===== src/rtl/ivt_pkg.sv =====
`timescale 1ns/1ps
package ivt_pkg;
  localparam int CTRL_W   = 11;
  localparam int CB_DOWN  = 1;
  localparam int CB_REPT  = 4;
  localparam int CB_FLEN  = 6;
  localparam int CB_RUN   = 7;
  localparam int CB_FLAG  = 8;

  typedef enum logic [1:0] {
    OFS_CTRL  = 2'd0,
    OFS_LOAD  = 2'd1,
    OFS_COUNT = 2'd2,
    OFS_SPARE = 2'd3
  } ofs_e;
endpackage


===== src/rtl/ivt_channel.sv =====
`timescale 1ns/1ps
module ivt_channel
  import ivt_pkg::*;
#(
  parameter int CNT_W = 32
) (
  input  logic              clk,
  input  logic              rst_n,
  input  logic              tick,
  input  logic              ctrl_we,
  input  logic              load_we,
  input  logic [CNT_W-1:0]  wdata,
  output logic [CTRL_W-1:0] ctrl_q,
  output logic [CNT_W-1:0]  load_q,
  output logic [CNT_W-1:0]  cnt_q
);
  logic [CTRL_W-1:0] ctrl_d;
  logic [CNT_W-1:0]  load_d, cnt_d;
  logic              park_q, park_d;
  logic              at_term, step, expire;

  always_comb begin
    at_term = ctrl_q[CB_DOWN] ? (cnt_q == '0) : (cnt_q == '1);
    step    = tick & ctrl_q[CB_RUN] & ~park_q;
    expire  = step & at_term;

    ctrl_d = ctrl_q;
    load_d = load_q;
    cnt_d  = cnt_q;
    park_d = park_q;

    if (load_we) load_d = wdata;

    if (ctrl_we) begin
      ctrl_d          = wdata[CTRL_W-1:0];
      ctrl_d[CB_FLAG] = 1'b0;
      if (wdata[CB_RUN]) begin
        cnt_d  = load_q;
        park_d = 1'b0;
      end
    end else if (expire) begin
      ctrl_d[CB_FLAG] = 1'b1;
      if (ctrl_q[CB_REPT]) cnt_d  = load_q;
      else                 park_d = 1'b1;
    end else if (step) begin
      cnt_d = ctrl_q[CB_DOWN] ? cnt_q - CNT_W'(1) : cnt_q + CNT_W'(1);
    end
  end

  always_ff @(posedge clk or negedge rst_n) begin
    if (!rst_n) begin
      ctrl_q <= '0;
      load_q <= '0;
      cnt_q  <= '0;
      park_q <= 1'b0;
    end else begin
      ctrl_q <= ctrl_d;
      load_q <= load_d;
      cnt_q  <= cnt_d;
      park_q <= park_d;
    end
  end
endmodule


===== src/rtl/ivt_readmux.sv =====
`timescale 1ns/1ps
module ivt_readmux
  import ivt_pkg::*;
#(
  parameter int N_CH  = 2,
  parameter int CNT_W = 32,
  parameter int CH_W  = 1
) (
  input  logic [CH_W-1:0]                addr_ch,
  input  logic [1:0]                     addr_ofs,
  input  logic [N_CH-1:0][CTRL_W-1:0]    ctrl_v,
  input  logic [N_CH-1:0][CNT_W-1:0]     load_v,
  input  logic [N_CH-1:0][CNT_W-1:0]     cnt_v,
  output logic [CNT_W-1:0]               rdata
);
  always_comb begin
    rdata = '0;
    if (int'(addr_ch) < N_CH) begin
      case (ofs_e'(addr_ofs))
        OFS_CTRL:  rdata = CNT_W'(ctrl_v[addr_ch]);
        OFS_LOAD:  rdata = load_v[addr_ch];
        OFS_COUNT: rdata = cnt_v[addr_ch];
        default:   rdata = '0;
      endcase
    end
  end
endmodule


===== src/rtl/ivtimer_bank.sv =====
`timescale 1ns/1ps
module ivtimer_bank
  import ivt_pkg::*;
#(
  parameter int N_CH   = 2,
  parameter int CNT_W  = 32,
  parameter int CH_W   = (N_CH > 1) ? $clog2(N_CH) : 1,
  parameter int ADDR_W = CH_W + 2
) (
  input  logic              clk,
  input  logic              rst_n,
  input  logic              tick,
  input  logic              wr_en,
  input  logic [ADDR_W-1:0] addr,
  input  logic [CNT_W-1:0]  wdata,
  output logic [CNT_W-1:0]  rdata,
  output logic              irq
);
  logic [1:0] rst_pipe;
  logic       rst_sync_n;

  always_ff @(posedge clk or negedge rst_n) begin
    if (!rst_n) rst_pipe <= 2'b00;
    else        rst_pipe <= {rst_pipe[0], 1'b1};
  end
  assign rst_sync_n = rst_pipe[1];

  logic [CH_W-1:0] addr_ch;
  logic [1:0]      addr_ofs;
  assign addr_ch  = addr[ADDR_W-1:2];
  assign addr_ofs = addr[1:0];

  logic [N_CH-1:0][CTRL_W-1:0] ctrl_v;
  logic [N_CH-1:0][CNT_W-1:0]  load_v, cnt_v;
  logic [N_CH-1:0]             ctrl_we_v, load_we_v;
  logic [N_CH-1:0]             flag_v, flen_v, run_v, down_v;

  for (genvar k = 0; k < N_CH; k++) begin : g_ch
    assign ctrl_we_v[k] = wr_en && (addr_ch == CH_W'(k)) && (addr_ofs == OFS_CTRL);
    assign load_we_v[k] = wr_en && (addr_ch == CH_W'(k)) && (addr_ofs == OFS_LOAD);

    ivt_channel #(.CNT_W(CNT_W)) u_ch (
      .clk     (clk),
      .rst_n   (rst_sync_n),
      .tick    (tick),
      .ctrl_we (ctrl_we_v[k]),
      .load_we (load_we_v[k]),
      .wdata   (wdata),
      .ctrl_q  (ctrl_v[k]),
      .load_q  (load_v[k]),
      .cnt_q   (cnt_v[k])
    );

    assign flag_v[k] = ctrl_v[k][CB_FLAG];
    assign flen_v[k] = ctrl_v[k][CB_FLEN];
    assign run_v[k]  = ctrl_v[k][CB_RUN];
    assign down_v[k] = ctrl_v[k][CB_DOWN];
  end

  assign irq = |(flag_v & flen_v);

  ivt_readmux #(.N_CH(N_CH), .CNT_W(CNT_W), .CH_W(CH_W)) u_rd (
    .addr_ch  (addr_ch),
    .addr_ofs (addr_ofs),
    .ctrl_v   (ctrl_v),
    .load_v   (load_v),
    .cnt_v    (cnt_v),
    .rdata    (rdata)
  );
endmodule


===== config.mk =====
export PLATFORM = sky130hd
export DESIGN_NAME = ivtimer_bank
export DESIGN_NICKNAME = d
export VERILOG_FILES = /design/src/rtl/ivt_pkg.sv /design/src/rtl/ivt_channel.sv /design/src/rtl/ivt_readmux.sv /design/src/rtl/ivtimer_bank.sv
export SDC_FILE = /design/constraint.sdc
export NUM_CORES = 1
export LEC_CHECK = 0
export BUFFER_PORTS_ARGS = -buffer_cell sky130_fd_sc_hd__buf_2
export CAP_MARGIN = 5
export CORE_ASPECT_RATIO = 1.25
export CORE_UTILIZATION = 45
export DETAILED_ROUTE_END_ITERATION = 10
export PLACE_DENSITY = 0.73
export SKIP_LAST_GASP = 1
export SYNTH_ARGS = -nofsm -noshare
export SYNTH_HDL_FRONTEND = slang
export SYNTH_SLANG_ARGS = --single-unit

===== constraint.sdc =====
create_clock -name clk -period 4.6 [get_ports clk]
set_input_delay 0.23 -clock clk [delete_from_list [all_inputs] [get_ports clk]]
set_output_delay 0.23 -clock clk [all_outputs]
set_load 0.05 [all_outputs]

==> summary.md, run 1 <==
| Metric | Value |
|---|---|
| Main combinational cell family by area after synthesis | `compound AO/OA/AOI/OAI gates` |
| Number of nets in the layout | `1,390` |
| Cell variety after synth | `66` |
| Highest-utilization routing layer at the global route stage | `met2` |
| Met3 usage in global routing | `0.0335` |
| N_diodes | `0` |
| Detailed-placement wirelength estimate | `23.1 mm` |
| Worst hold slack | `54.4 ps` |
| Cell count after placement | `1,594` |
| Number of maximum-capacitance constraint violations | `0` |
| Fin Setup TNS | `0 ps` |
| Area fraction in compound gates after synthesis | `0.190` |
| Primary flip-flop cell chosen by synthesis mapping | `sky130_fd_sc_hd__dfrtp_1` |
| Final Non-Filler Cells | `1,627` |
| Post-Synthesis Cells | `1,240` |
| Fraction of the cycle the final worst path needs | `0.744` |
| Startpoint Class | `flop` |
| Multiplexer fraction of the synthesized cell area | `0.146` |
| Result of the run | `complete, no violations` |
| Switching power share of the total | `0.457` |
| Die extent in x | `142 um` |
| Aggregate routed wire length | `31.7 mm` |
| Global-route wire length before repair | `51.1 mm` |
| Number of design-rule violations left by the first detailed-router iteration | `766` |
| Post-detailed-route wirelength per cell | `19.5 um` |
| Parity-gate share of the synthesized area counting xor and xnor cells | `0.0326` |
| Root cell of the clock tree | `sky130_fd_sc_hd__clkbuf_16` |
| Core Box Area | `23,900 sq um` |
| Post-layout minimum cycle time | `3420 ps` |
| Area of the die | `25,100 sq um` |
| Post-layout utilization of the core | `0.514` |
| H-tree levels | `4` |
| Buffers from clock root to sink, at most | `2` |
| Via count of the routed design | `9,793` |
| CTS sink cnt | `154` |
| Vias in the first global route | `9,589` |
| Fillers | `2,141` |
| Final antenna-violating net count | `0` |
| Gate power share | `0.523` |
| Total area of multi-input combinational cells | `6810 sq um` |
| Setup repair after global routing missed its margin | `no` |
| Fraction of registers with async set/reset | `1.00` |
| Footprint of the flip-flops and latches | `3860 sq um` |
| Sequential-to-total area share from yosys stat | `0.350` |
| Relative contribution of the clock network to total power | `0.176` |
| Layout area overhead | `11.4%` |
| Worst path arrival time | `3790 ps` |
| DRC violations left | `0` |
| Count of boundary I/O pins | `72` |
| Global Route met2 Usage | `0.418` |
| Worst clock skew | `5.30 ps` |
| Average size of a mapped cell | `8.89 sq um` |
| Cell row count | `63` |
| Total clock buffers created by CTS | `17` |
| Dpl ws | `1210 ps` |
| Post-synthesis simple-gate area fraction | `0.175` |
| Clock Pin Slew Worst Setup and Hold Paths | `60 ps` |
| Total track usage | `0.261` |
| Proportion of layout cells with a drive suffix above 1 | `0.168` |
| Vert. Die Dim | `177 um` |
| Clk_lat worst skew | `430 ps` |
| Area of all placed cells without fillers | `12,300 sq um` |
| Max Clock Freq | `292 MHz` |
| Largest net degree at the start of global routing | `153` |
| Final worst slack | `1180 ps` |
| Switching component of the power | `3.78 mW` |
| Actual transition at the worst max-transition pin | `924 ps` |
| Static leakage | `5.54 nW` |
| Critical setup path kind | `flop to flop` |
| Port bufs | `71` |
| Antenna violations before repair | `0` |
| Count of warnings emitted by yosys | `0` |
| Required time reported for the critical path endpoint | `4960 ps` |
| Peak supply drop | `311 uV` |
| Cell area after synthesis | `11,000 sq um` |
| Number of vias per cell after detailed routing | `6.02` |
| Nature of the critical path endpoint | `flop` |
| Critical Path Fanout Max | `24` |
| Final setup violation count | `0` |
| Design internal power | `4.48 mW` |
| Starting utilization of the core area | `0.461` |
| Post-synth EDFFs | `0` |
| Worst slew margin relative to its limit | `0.384` |
| Final global-route overflow total | `0` |
| Mapped Nets | `1,341` |
| Final weighted congestion in routability-driven placement | `0.898` |
| Post-synthesis register bit count | `154` |
| Global Route met1 Usage | `0.344` |
| Power density normalized to cell area | `672 nW/um^2` |
| Min-delay worst type | `input pin to flop` |
| Hold Fails Final Rpt | `0` |
| Max-slew violation count | `0` |
| Number of detailed-route iterations in the first pass | `5` |
| Sequential group share of total power | `0.301` |
| TritonCTS clock tree | `done` |
| Sum of internal, switching and leakage power | `8.26 mW` |
| Synthesized-area fraction occupied by adder cells | `0.0717` |
| Placed Area | `11,700 sq um` |
==> flip-flops by register name (all words and copies together) (netlist names) <==
name and count:
g_ch.u_ch.cnt_q 64, g_ch.u_ch.ctrl_q 22, g_ch.u_ch.load_q 64, rst_pipe 2, g_ch.u_ch.park_q 2
==> path summary, 6_finish.rpt <==
| path | start | end | slack, ps | cells past startpoint |
|---|---|---|---|---|
| worst min register to register | rst_pipe[0] | rst_pipe[1] | 370 | 0 |
| worst min-delay path | wdata[29] | g_ch[0].u_ch.load_q[29] | 50 | 2 |
| worst max register to register | g_ch[1].u_ch.ctrl_q[1] | g_ch[1].u_ch.cnt_q[28] | 1180 | 11 |
| max in group asynchronous | rst_pipe[1] | g_ch[0].u_ch.cnt_q[28] | 3480 | 1 |
| worst max-delay path | g_ch[1].u_ch.ctrl_q[1] | g_ch[1].u_ch.cnt_q[28] | 1180 | 11 |
| min in group asynchronous | rst_n | rst_pipe[1] | 110 | 2 |
==> logic make-up (layout without fill, tap and decap cells) <==
kind of cell	count (synthesis)	after routing
AO/OA/AOI/OAI	347	347
buffers and inverters	79	141
adder cells (fa/ha/maj)	62	62
XOR/XNOR	41	41
other	1	1
multiplexers	151	151
flip-flops	154	154
AND/OR/NAND/NOR	405	405
==> placed cells by master (no fill, tap or decap), types with 39 or more instances in the layout <==
cell                      netlist  layout
sky130_fd_sc_hd__a21oi_1      132     132
sky130_fd_sc_hd__o21ai_0       64      63
sky130_fd_sc_hd__nand3_1       39      39
sky130_fd_sc_hd__buf_2         12      70
sky130_fd_sc_hd__nand2_1      106     106
sky130_fd_sc_hd__dfrtp_1      154     153
sky130_fd_sc_hd__ha_1          60      60
sky130_fd_sc_hd__mux2i_1       69      69
sky130_fd_sc_hd__mux2_2        82      82
sky130_fd_sc_hd__nor2_1       121     121
==> worst max-delay path, stage by stage (launching register included) <==
cell and delay (ps):
sky130_fd_sc_hd__dfrtp_1 660, sky130_fd_sc_hd__buf_4 380, sky130_fd_sc_hd__ha_1 300, sky130_fd_sc_hd__o21ai_0 150
sky130_fd_sc_hd__a221oi_1 330, sky130_fd_sc_hd__o21ai_0 140, sky130_fd_sc_hd__a31oi_1 340, sky130_fd_sc_hd__o21ai_0 250
sky130_fd_sc_hd__o2111ai_1 240, sky130_fd_sc_hd__nand2_1 90, sky130_fd_sc_hd__or4_1 400, sky130_fd_sc_hd__nand3_1 80
==> timing repair <==
action                                  CTS  global route
buffers inserted                          0             0
gates resized for setup                   0             0
hold endpoints to repair                  2             0
hold buffers                              1             0
endpoints found under the setup margin    0             0
==> power by group through the flow <==
stage / clock (mW) / combinational (mW) / sequential, mW
6_report: 1.45 / 4.32 / 2.49
5_1_grt: 1.52 / 4.84 / 2.53
4_1_cts: 1.46 / 4.29 / 2.46
3_5_place_dp: 0 / 4.25 / 2.48
3_3_place_gp: 0 / 4.19 / 2.46
2_1_floorplan: 0 / 3.41 / 2.21
==> per-layer routing <==
| layer | share of wire | wire length [um] |
|---|---|---|
| met5 | 0 | 0 |
| met1 | 0.44 | 13900 |
| met2 | 0.47 | 14700 |
| met3 | 0.050 | 1570 |
| met4 | 0.045 | 1420 |
==> synthesized netlist by cell type (14+ instances only) <==
| master | instances | area share |
|---|---|---|
| sky130_fd_sc_hd__xor2_1 | 18 | 0.014 |
| sky130_fd_sc_hd__clkbuf_1 | 39 | 0.013 |
| sky130_fd_sc_hd__dfrtp_1 | 154 | 0.35 |
| sky130_fd_sc_hd__ha_1 | 60 | 0.068 |
| sky130_fd_sc_hd__o21ai_0 | 64 | 0.029 |
| sky130_fd_sc_hd__mux2i_1 | 69 | 0.063 |
| sky130_fd_sc_hd__nand3_1 | 39 | 0.018 |
| sky130_fd_sc_hd__nand2_1 | 106 | 0.036 |
| sky130_fd_sc_hd__nor3_1 | 29 | 0.013 |
| sky130_fd_sc_hd__xnor2_1 | 23 | 0.018 |
| sky130_fd_sc_hd__a21o_1 | 32 | 0.022 |
| sky130_fd_sc_hd__o22ai_1 | 24 | 0.014 |
| sky130_fd_sc_hd__inv_1 | 14 | 0.0048 |
| sky130_fd_sc_hd__a21oi_1 | 132 | 0.060 |
| sky130_fd_sc_hd__nand4_1 | 23 | 0.013 |
| sky130_fd_sc_hd__a31oi_1 | 21 | 0.012 |
| sky130_fd_sc_hd__nor2_1 | 121 | 0.041 |
| sky130_fd_sc_hd__and3_1 | 15 | 0.0085 |
| sky130_fd_sc_hd__a211oi_1 | 23 | 0.016 |
| sky130_fd_sc_hd__mux2_2 | 82 | 0.084 |
| sky130_fd_sc_hd__nor4_1 | 15 | 0.0085 |
==> final cells by class <==
type,count,share of cell area
well taps,325,0.0331
flip-flops and latches,154,0.314
inverters,14,0.00428
clock inverters,10,0.0116
clock buffers,22,0.0378
repair buffers,95,0.0450
multi-input cells,1007,0.554
Power figures use the tool's default switching activity.
==> run 2, diff against run 1 <==
--- a/config.mk
+++ b/config.mk
@@ -5,12 +5,13 @@
 export SDC_FILE = /design/constraint.sdc
 export NUM_CORES = 1
 export LEC_CHECK = 0
+export ABC_AREA = 1
 export BUFFER_PORTS_ARGS = -buffer_cell sky130_fd_sc_hd__buf_2
 export CAP_MARGIN = 5
 export CORE_ASPECT_RATIO = 1.25
 export CORE_UTILIZATION = 45
 export DETAILED_ROUTE_END_ITERATION = 10
-export PLACE_DENSITY = 0.73
+export PLACE_DENSITY = 0.7
 export SKIP_LAST_GASP = 1
 export SYNTH_ARGS = -nofsm -noshare
 export SYNTH_HDL_FRONTEND = slang
==> constraint.sdc (replaced) <==
create_clock -name clk -period 3.35 [get_ports clk]
set_input_delay 0.1675 -clock clk [delete_from_list [all_inputs] [get_ports clk]]
set_output_delay 0.1675 -clock clk [all_outputs]
set_load 0.05 [all_outputs]
==> summary.md, run 2 <==
| Metric | Value |
|---|---|
| TritonCTS clock tree | `done` |
| Worst slew margin relative to its limit | `0.223 (-0.161)` |
| Post-detailed-route wirelength per cell | `16.7 um (-14%)` |
| Post-synthesis register bit count | `154 (unchanged)` |
| Post-layout minimum cycle time | `2590 ps (-837 ps)` |
| Count of buffers added by post-CTS timing repair for setup | `0 (unchanged)` |
| Final Non-Filler Cells | `2,570 (+58%)` |
| Min-delay worst type | `input pin to flop` |
| Number of detailed-route iterations in the first pass | `5 (unchanged)` |
| Mapped Nets | `2,260 (+69%)` |
| Commonest non-fill, non-tap cell in the layout | `sky130_fd_sc_hd__nand2_1` |
| Layout area overhead | `9.86%` |
| Most frequently used cell type in the post-synthesis netlist | `sky130_fd_sc_hd__nand2_1` |
| Final antenna-violating net count | `0 (unchanged)` |
| Average size of a mapped cell | `6.06 sq um (-32%)` |
| Antenna violations before repair | `0 (unchanged)` |
| Share of the synthesized area in the top cell type | `0.295 (-0.0551)` |
| Count of warnings emitted by yosys | `0 (unchanged)` |
| Critical setup path kind | `flop to flop` |
| Static leakage | `8.04 nW (+45%)` |
| Depth of the worst register-to-register path | `13 (+2)` |
| Sequential-to-total area share from yosys stat | `0.295 (-0.0551)` |
| Vias in the first global route | `12,600 (+31%)` |
| WHS Path Cells | `3 (+1)` |
| Commonest cells after routing, fill and taps aside | `sky130_fd_sc_hd__nand2_1 (752), sky130_fd_sc_hd__inv_1 (346), sky130_fd_sc_hd__nand3_1 (218)` |
| Crit-path max cell delay | `430 ps (-230 ps)` |
| Max Clock Freq | `386 MHz (+32%)` |
| Number of maximum-capacitance constraint violations | `0 (unchanged)` |
| Via count of the routed design | `13,600 (+39%)` |
| N_diodes | `0 (unchanged)` |
| Cell row count | `69 (+9.5%)` |
| Ranking of synthesized cells by area | `sky130_fd_sc_hd__dfrtp_1 (29%), sky130_fd_sc_hd__nand2_1 (22%), sky130_fd_sc_hd__inv_1 (9.9%), sky130_fd_sc_hd__nand3_1 (8.4%), sky130_fd_sc_hd__o21ai_0 (6.8%)` |
| Clk_lat worst skew | `440 ps (about the same)` |
| Cell variety after synth | `33 (-50%)` |
| Power density normalized to cell area | `833 nW/um^2 (+24%)` |
| Largest net degree at the start of global routing | `67 (-56%)` |
| Die extent in x | `155 um (+8.8%)` |
| Aggregate routed wire length | `42.9 mm (+36%)` |
| Startpoint Class | `flop` |
| Peak supply drop | `402 uV (+29%)` |
| Hold Fails Final Rpt | `0 (unchanged)` |
| Fillers | `2,977 (+39%)` |
| Cell area after synthesis | `13,100 sq um (+19%)` |
| Total track usage | `0.296 (+0.0352)` |
| Final weighted congestion in routability-driven placement | `0.983 (+9.5%)` |
| Nature of the critical path endpoint | `flop` |
| Fraction of the cycle the final worst path needs | `0.773 (+0.0281)` |
| Result of the run | `complete, no violations` |
| Detailed-placement wirelength estimate | `33.7 mm (+46%)` |
| DRC violations left | `0 (unchanged)` |
| Biggest registers after layout | `g_ch.u_ch.cnt_q x64, g_ch.u_ch.load_q x64, g_ch.u_ch.ctrl_q x22` |
| Critical path, cell by cell | `buf_4 -> buf_4 -> ha_1 -> nand2_1 -> nor2_1 -> and2_1 -> nand2_1 -> nand2_1 -> nand2_1 -> nand3_1 -> nand3_1 -> nand3_1 -> nand2_1` |
| Global-route wire length before repair | `68.1 mm (+33%)` |
| Post-Synthesis Cells | `2,159 (+74%)` |
| Clock Pin Slew Worst Setup and Hold Paths | `70 ps (about the same)` |
| Primary flip-flop cell chosen by synthesis mapping | `sky130_fd_sc_hd__dfrtp_1` |
| Worst clock skew | `9.97 ps (+4.67 ps)` |
| Fin Setup TNS | `0 ps (unchanged)` |
| Required time reported for the critical path endpoint | `3680 ps (-1280 ps)` |
| Number of design-rule violations left by the first detailed-router iteration | `1,084 (+42%)` |
| Total clock buffers created by CTS | `17 (unchanged)` |
| Root cell of the clock tree | `sky130_fd_sc_hd__clkbuf_16` |
| Max-slew violation count | `0 (unchanged)` |
| Number of nets in the layout | `2,303 (+66%)` |
| Final global-route overflow total | `0 (unchanged)` |
| Vert. Die Dim | `193 um (+8.8%)` |
| CTS sink cnt | `154 (unchanged)` |
| Count of boundary I/O pins | `72 (unchanged)` |
| H-tree levels | `4 (unchanged)` |
| Core Box Area | `28,500 sq um (+19%)` |
| Worst path arrival time | `2910 ps (-880 ps)` |
| Post-synth EDFFs | `0 (unchanged)` |
| Post-synth top cells | `sky130_fd_sc_hd__nand2_1 (753), sky130_fd_sc_hd__inv_1 (346), sky130_fd_sc_hd__nand3_1 (219), sky130_fd_sc_hd__o21ai_0 (179), sky130_fd_sc_hd__nor2_1 (167)` |
| Crit path max-delay cell type | `sky130_fd_sc_hd__dfrtp_1` |
| Worst hold slack | `13.7 ps (-40.7 ps)` |
| Post-synthesis cell type with the largest combined area | `sky130_fd_sc_hd__dfrtp_1` |
| Area of the die | `29,800 sq um (+18%)` |
| Critical Path Most Common Cell | `sky130_fd_sc_hd__nand2_1` |
| Proportion of layout cells with a drive suffix above 1 | `0.0668 (-0.101)` |
| Number of vias per cell after detailed routing | `5.30 (-12%)` |
| Critical Path Fanout Max | `22 (-8.3%)` |
| Fraction of registers with async set/reset | `1.00 (unchanged)` |
| Setup repair after global routing missed its margin | `no` |
| Cell count after placement | `2,533 (+59%)` |
| Buffers from clock root to sink, at most | `2 (unchanged)` |
| Actual transition at the worst max-transition pin | `1160 ps (+240 ps)` |
| Port bufs | `71 (unchanged)` |
| Starting utilization of the core area | `0.459 (-0.00227)` |
| Final setup violation count | `0 (unchanged)` |
-- run 2: critical path, delay by kind of cell (launching register included) --
family	cells	cell delay, ps
flops	1	430
fa+ha+maj	1	350
buf+inv	2	470
simple gates	10	1210
-- run 2: worst paths after layout --
kind	to	from	slack [ps]
max	g_ch[1].u_ch.cnt_q[30]	g_ch[1].u_ch.ctrl_q[1]	760
min	g_ch[1].u_ch.load_q[30]	wdata[30]	10
max reg2reg	g_ch[1].u_ch.cnt_q[30]	g_ch[1].u_ch.ctrl_q[1]	760
min reg2reg	rst_pipe[1]	rst_pipe[0]	360
max in group asynchronous	g_ch[1].u_ch.load_q[26]	rst_pipe[1]	2000
min in group asynchronous	rst_pipe[1]	rst_n	50
-- run 2: repair_timing --
action | in CTS | in global routing
endpoints found under the setup margin | 0 | 0
endpoints found under the hold margin | 7 | 0
resized for setup | 0 | 0
hold buffers | 5 | 0
-- run 2: layout make-up --
type	count	area, sq um	share of cell area
clock buffers	17	425	0.0296
inverters	354	1330	0.0925
repair buffers	91	531	0.0369
well taps	355	444	0.0309
flip-flops and latches	154	3860	0.268
clock inverters	15	223	0.0155
multi-input cells	1584	7560	0.526
-- run 2: cells by family (layout without fill, tap and decap cells) --
logic type | Yosys count | count (layout) | synth area share
AND/OR/NAND/NOR | 1213 | 1213 | 0.387
adder cells (fa/ha/maj) | 62 | 62 | 0.0604
AO/OA/AOI/OAI | 278 | 278 | 0.110
XOR/XNOR | 30 | 30 | 0.0201
other | 1 | 1 | 0.000287
buffers and inverters | 421 | 477 | 0.128
flip-flops | 154 | 154 | 0.295
-- run 2: stage by stage --
step / util / cell area (sq um) / total power, mW / setup WS (ps)
4_1_cts: 0.504 / 14400 / 11.9 / 724
2_1_floorplan: - / 13100 / 7.86 / 798
3_3_place_gp: 0.480 / 13700 / 9.64 / 799
6_report: 0.504 / 14400 / 12.0 / 762
5_1_grt: 0.504 / 14400 / 13.0 / 471
3_5_place_dp: 0.480 / 13700 / 9.73 / 763
-- run 2: report_power, final --
part	total (mW)	switching, mW	internal [mW]
Clock	2.18	0.898	1.28
Combinational	6.48	4.21	2.27
Sequential	3.31	0.896	2.42
-- run 2: metal layers --
layer | track usage | routed length [um] | up-vias
met4 | 0.0994 | 1150 | 0
met1 | 0.386 | 18800 | 6331
met2 | 0.511 | 21000 | 366
met3 | 0.0317 | 1890 | 58
met5 | 0 | 0 | -
li1 | - | - | 6870
==> run 3, diff against run 2 <==
==> constraint.sdc (replaced) <==
create_clock -name clk -period 2.5 [get_ports clk]
set_input_delay 0.125 -clock clk [delete_from_list [all_inputs] [get_ports clk]]
set_output_delay 0.125 -clock clk [all_outputs]
set_load 0.05 [all_outputs]
==> summary.md, run 3 (synthesis gave the netlist of run 2 again) <==
| Metric | Value |
|---|---|
| Via count of the routed design | `14,000 (+2.4%)` |
| Final worst slack | `173 ps (-589 ps)` |
| Post-layout utilization of the core | `0.515 (+0.0102)` |
| Root cell of the clock tree | `sky130_fd_sc_hd__clkbuf_16` |
| Commonest cells after routing, fill and taps aside | `sky130_fd_sc_hd__nand2_1 (752), sky130_fd_sc_hd__inv_1 (346), sky130_fd_sc_hd__nand3_1 (218)` |
| Post-layout minimum cycle time | `2330 ps (-261 ps)` |
| Number of detailed-route iterations in the first pass | `6 (+1)` |
| Crit-path max cell delay | `460 ps (+30 ps)` |
| CTS sink cnt | `154 (unchanged)` |
| Vias in the first global route | `13,100 (+4.1%)` |
| Result of the run | `complete, no violations` |
| Cell row count | `69 (unchanged)` |
| H-tree levels | `4 (unchanged)` |
| Static leakage | `8.15 nW (+1.4%)` |
| Count of buffers added by post-CTS timing repair for setup | `0 (unchanged)` |
| Layout area overhead | `12.1%` |
| Total clock buffers created by CTS | `17 (unchanged)` |
| Area of the die | `29,800 sq um (unchanged)` |
| TritonCTS clock tree | `done` |
| Commonest non-fill, non-tap cell in the layout | `sky130_fd_sc_hd__nand2_1` |
| Buffers from clock root to sink, at most | `2 (unchanged)` |
| Number of nets in the layout | `2,336 (+1.4%)` |
| Sum of internal, switching and leakage power | `15.9 mW (+33%)` |
| Worst slew margin relative to its limit | `0.550 (+0.327)` |
| Power density normalized to cell area | `1080 nW/um^2 (+30%)` |
| Actual transition at the worst max-transition pin | `674 ps (-490 ps)` |
| Largest net degree at the start of global routing | `61 (-9.0%)` |
| Critical Path Most Common Cell | `sky130_fd_sc_hd__nand2_1` |
| Clock Pin Slew Worst Setup and Hold Paths | `60 ps (about the same)` |
| Fraction of the cycle the final worst path needs | `0.931 (+0.158)` |
| Final antenna-violating net count | `0 (unchanged)` |
| Post-detailed-route wirelength per cell | `16.1 um (-3.4%)` |
| Final setup violation count | `0 (unchanged)` |
| Number of maximum-capacitance constraint violations | `0 (unchanged)` |
| Hold Fails Final Rpt | `0 (unchanged)` |
| Required time reported for the critical path endpoint | `2820 ps (-860 ps)` |
| Die extent in x | `155 um (unchanged)` |
| Fin Setup TNS | `0 ps (unchanged)` |
| Total track usage | `0.290 (-0.00587)` |
| Vert. Die Dim | `193 um (unchanged)` |
| Cell count after placement | `2,550 (+0.67%)` |
| Max-slew violation count | `0 (unchanged)` |
| Final weighted congestion in routability-driven placement | `0.984 (+0.10%)` |
| Area of all placed cells without fillers | `14,700 sq um (+2.0%)` |
| Proportion of layout cells with a drive suffix above 1 | `0.0752 (+0.00836)` |
| Worst path arrival time | `2650 ps (-260 ps)` |
| Nature of the critical path endpoint | `flop` |
| Reg2Reg Setup Slack | `170 ps (-590 ps)` |
| Core Box Area | `28,500 sq um (unchanged)` |
| Startpoint Class | `flop` |
| Crit path max-delay cell type | `sky130_fd_sc_hd__dfrtp_1` |
| Global-route wire length before repair | `67.4 mm (-1.1%)` |
| Worst clock skew | `8.52 ps (-1.44 ps)` |
| Biggest registers after layout | `g_ch.u_ch.cnt_q x64, g_ch.u_ch.load_q x64, g_ch.u_ch.ctrl_q x22` |
| Critical path, cell by cell | `nor2_1 -> nand2_1 -> nor2_1 -> nand2_1 -> nor2_1 -> nand2_1 -> nand2_2 -> nand2_1 -> nand3_2 -> nand2_4 -> nand3_1 -> nand2_1` |
| Dpl ws | `25.5 ps (-738 ps)` |
| Min-delay worst type | `input pin to flop` |
| Critical Path Fanout Max | `32 (+45%)` |
| Number of vias per cell after detailed routing | `5.36 (+1.1%)` |
| Final global-route overflow total | `0 (unchanged)` |
| Final Non-Filler Cells | `2,603 (+1.3%)` |
| Worst hold slack | `10.5 ps (-3.16 ps)` |
| Peak supply drop | `535 uV (+33%)` |
| Count of boundary I/O pins | `72 (unchanged)` |
| Starting utilization of the core area | `0.459 (unchanged)` |
| Max Clock Freq | `430 MHz (+11%)` |
| Detailed-placement wirelength estimate | `32.5 mm (-3.6%)` |
| Aggregate routed wire length | `42.0 mm (-2.1%)` |
| N_diodes | `0 (unchanged)` |
| Antenna violations before repair | `0 (unchanged)` |
| Critical setup path kind | `flop to flop` |
| Clk_lat worst skew | `440 ps (about the same)` |
| Number of design-rule violations left by the first detailed-router iteration | `1,034 (-4.6%)` |
| DRC violations left | `0 (unchanged)` |
| Placed Area | `13,900 sq um (+1.3%)` |
| Port bufs | `71 (unchanged)` |
==> run 3: what timing repair did <==
item / in CTS / in global routing
endpoints found under the setup margin: 0 / 6
hold buffers: 21 / 0
resized for setup: 0 / 6
hold endpoints to repair: 33 / 0
==> run 3: cell type report <==
class                   instances  area [sq um]
clock inverters                13           145
multi-input cells            1584          7590
inverters                     354          1330
fillers                      2891         13800
repair buffers                124           868
flip-flops and latches        154          3860
well taps                     355           444
clock buffers                  19           433
==> run 3: path summary, 6_finish.rpt <==
check / start / endpoint / cells past startpoint
max: g_ch[1].u_ch.cnt_q[25] / g_ch[1].u_ch.cnt_q[20] / 12
min: wdata[31] / g_ch[1].u_ch.load_q[31] / 3
max reg2reg: g_ch[1].u_ch.cnt_q[25] / g_ch[1].u_ch.cnt_q[20] / 12
min reg2reg: rst_pipe[1] / g_ch[1].u_ch.load_q[5] / 0
max in group asynchronous: rst_pipe[1] / g_ch[1].u_ch.cnt_q[4] / 1
min in group asynchronous: rst_pipe[1] / g_ch[1].u_ch.load_q[5] / 0
==> run 3: metal layers <==
layer,GRT usage,vias to the layer above,share of wire,wire (um)
met5,0,-,0,0
met3,0.0406,123,0.057,2380
met4,0.156,0,0.049,2070
met1,0.372,6386,0.43,18000
met2,0.474,522,0.47,19600
li1,-,6920,-,-
==> run 3: power breakdown <==
group	total, mW	internal [mW]	switching (mW)
logic	8.97	3.20	5.77
registers	4.32	3.24	1.07
clock network	2.62	1.48	1.14
==> run 3: critical path, delay by kind of cell (launching register included) <==
kind	cells	cell delay [ps]
flip-flops	1	460
AND/OR/NAND/NOR	12	1720
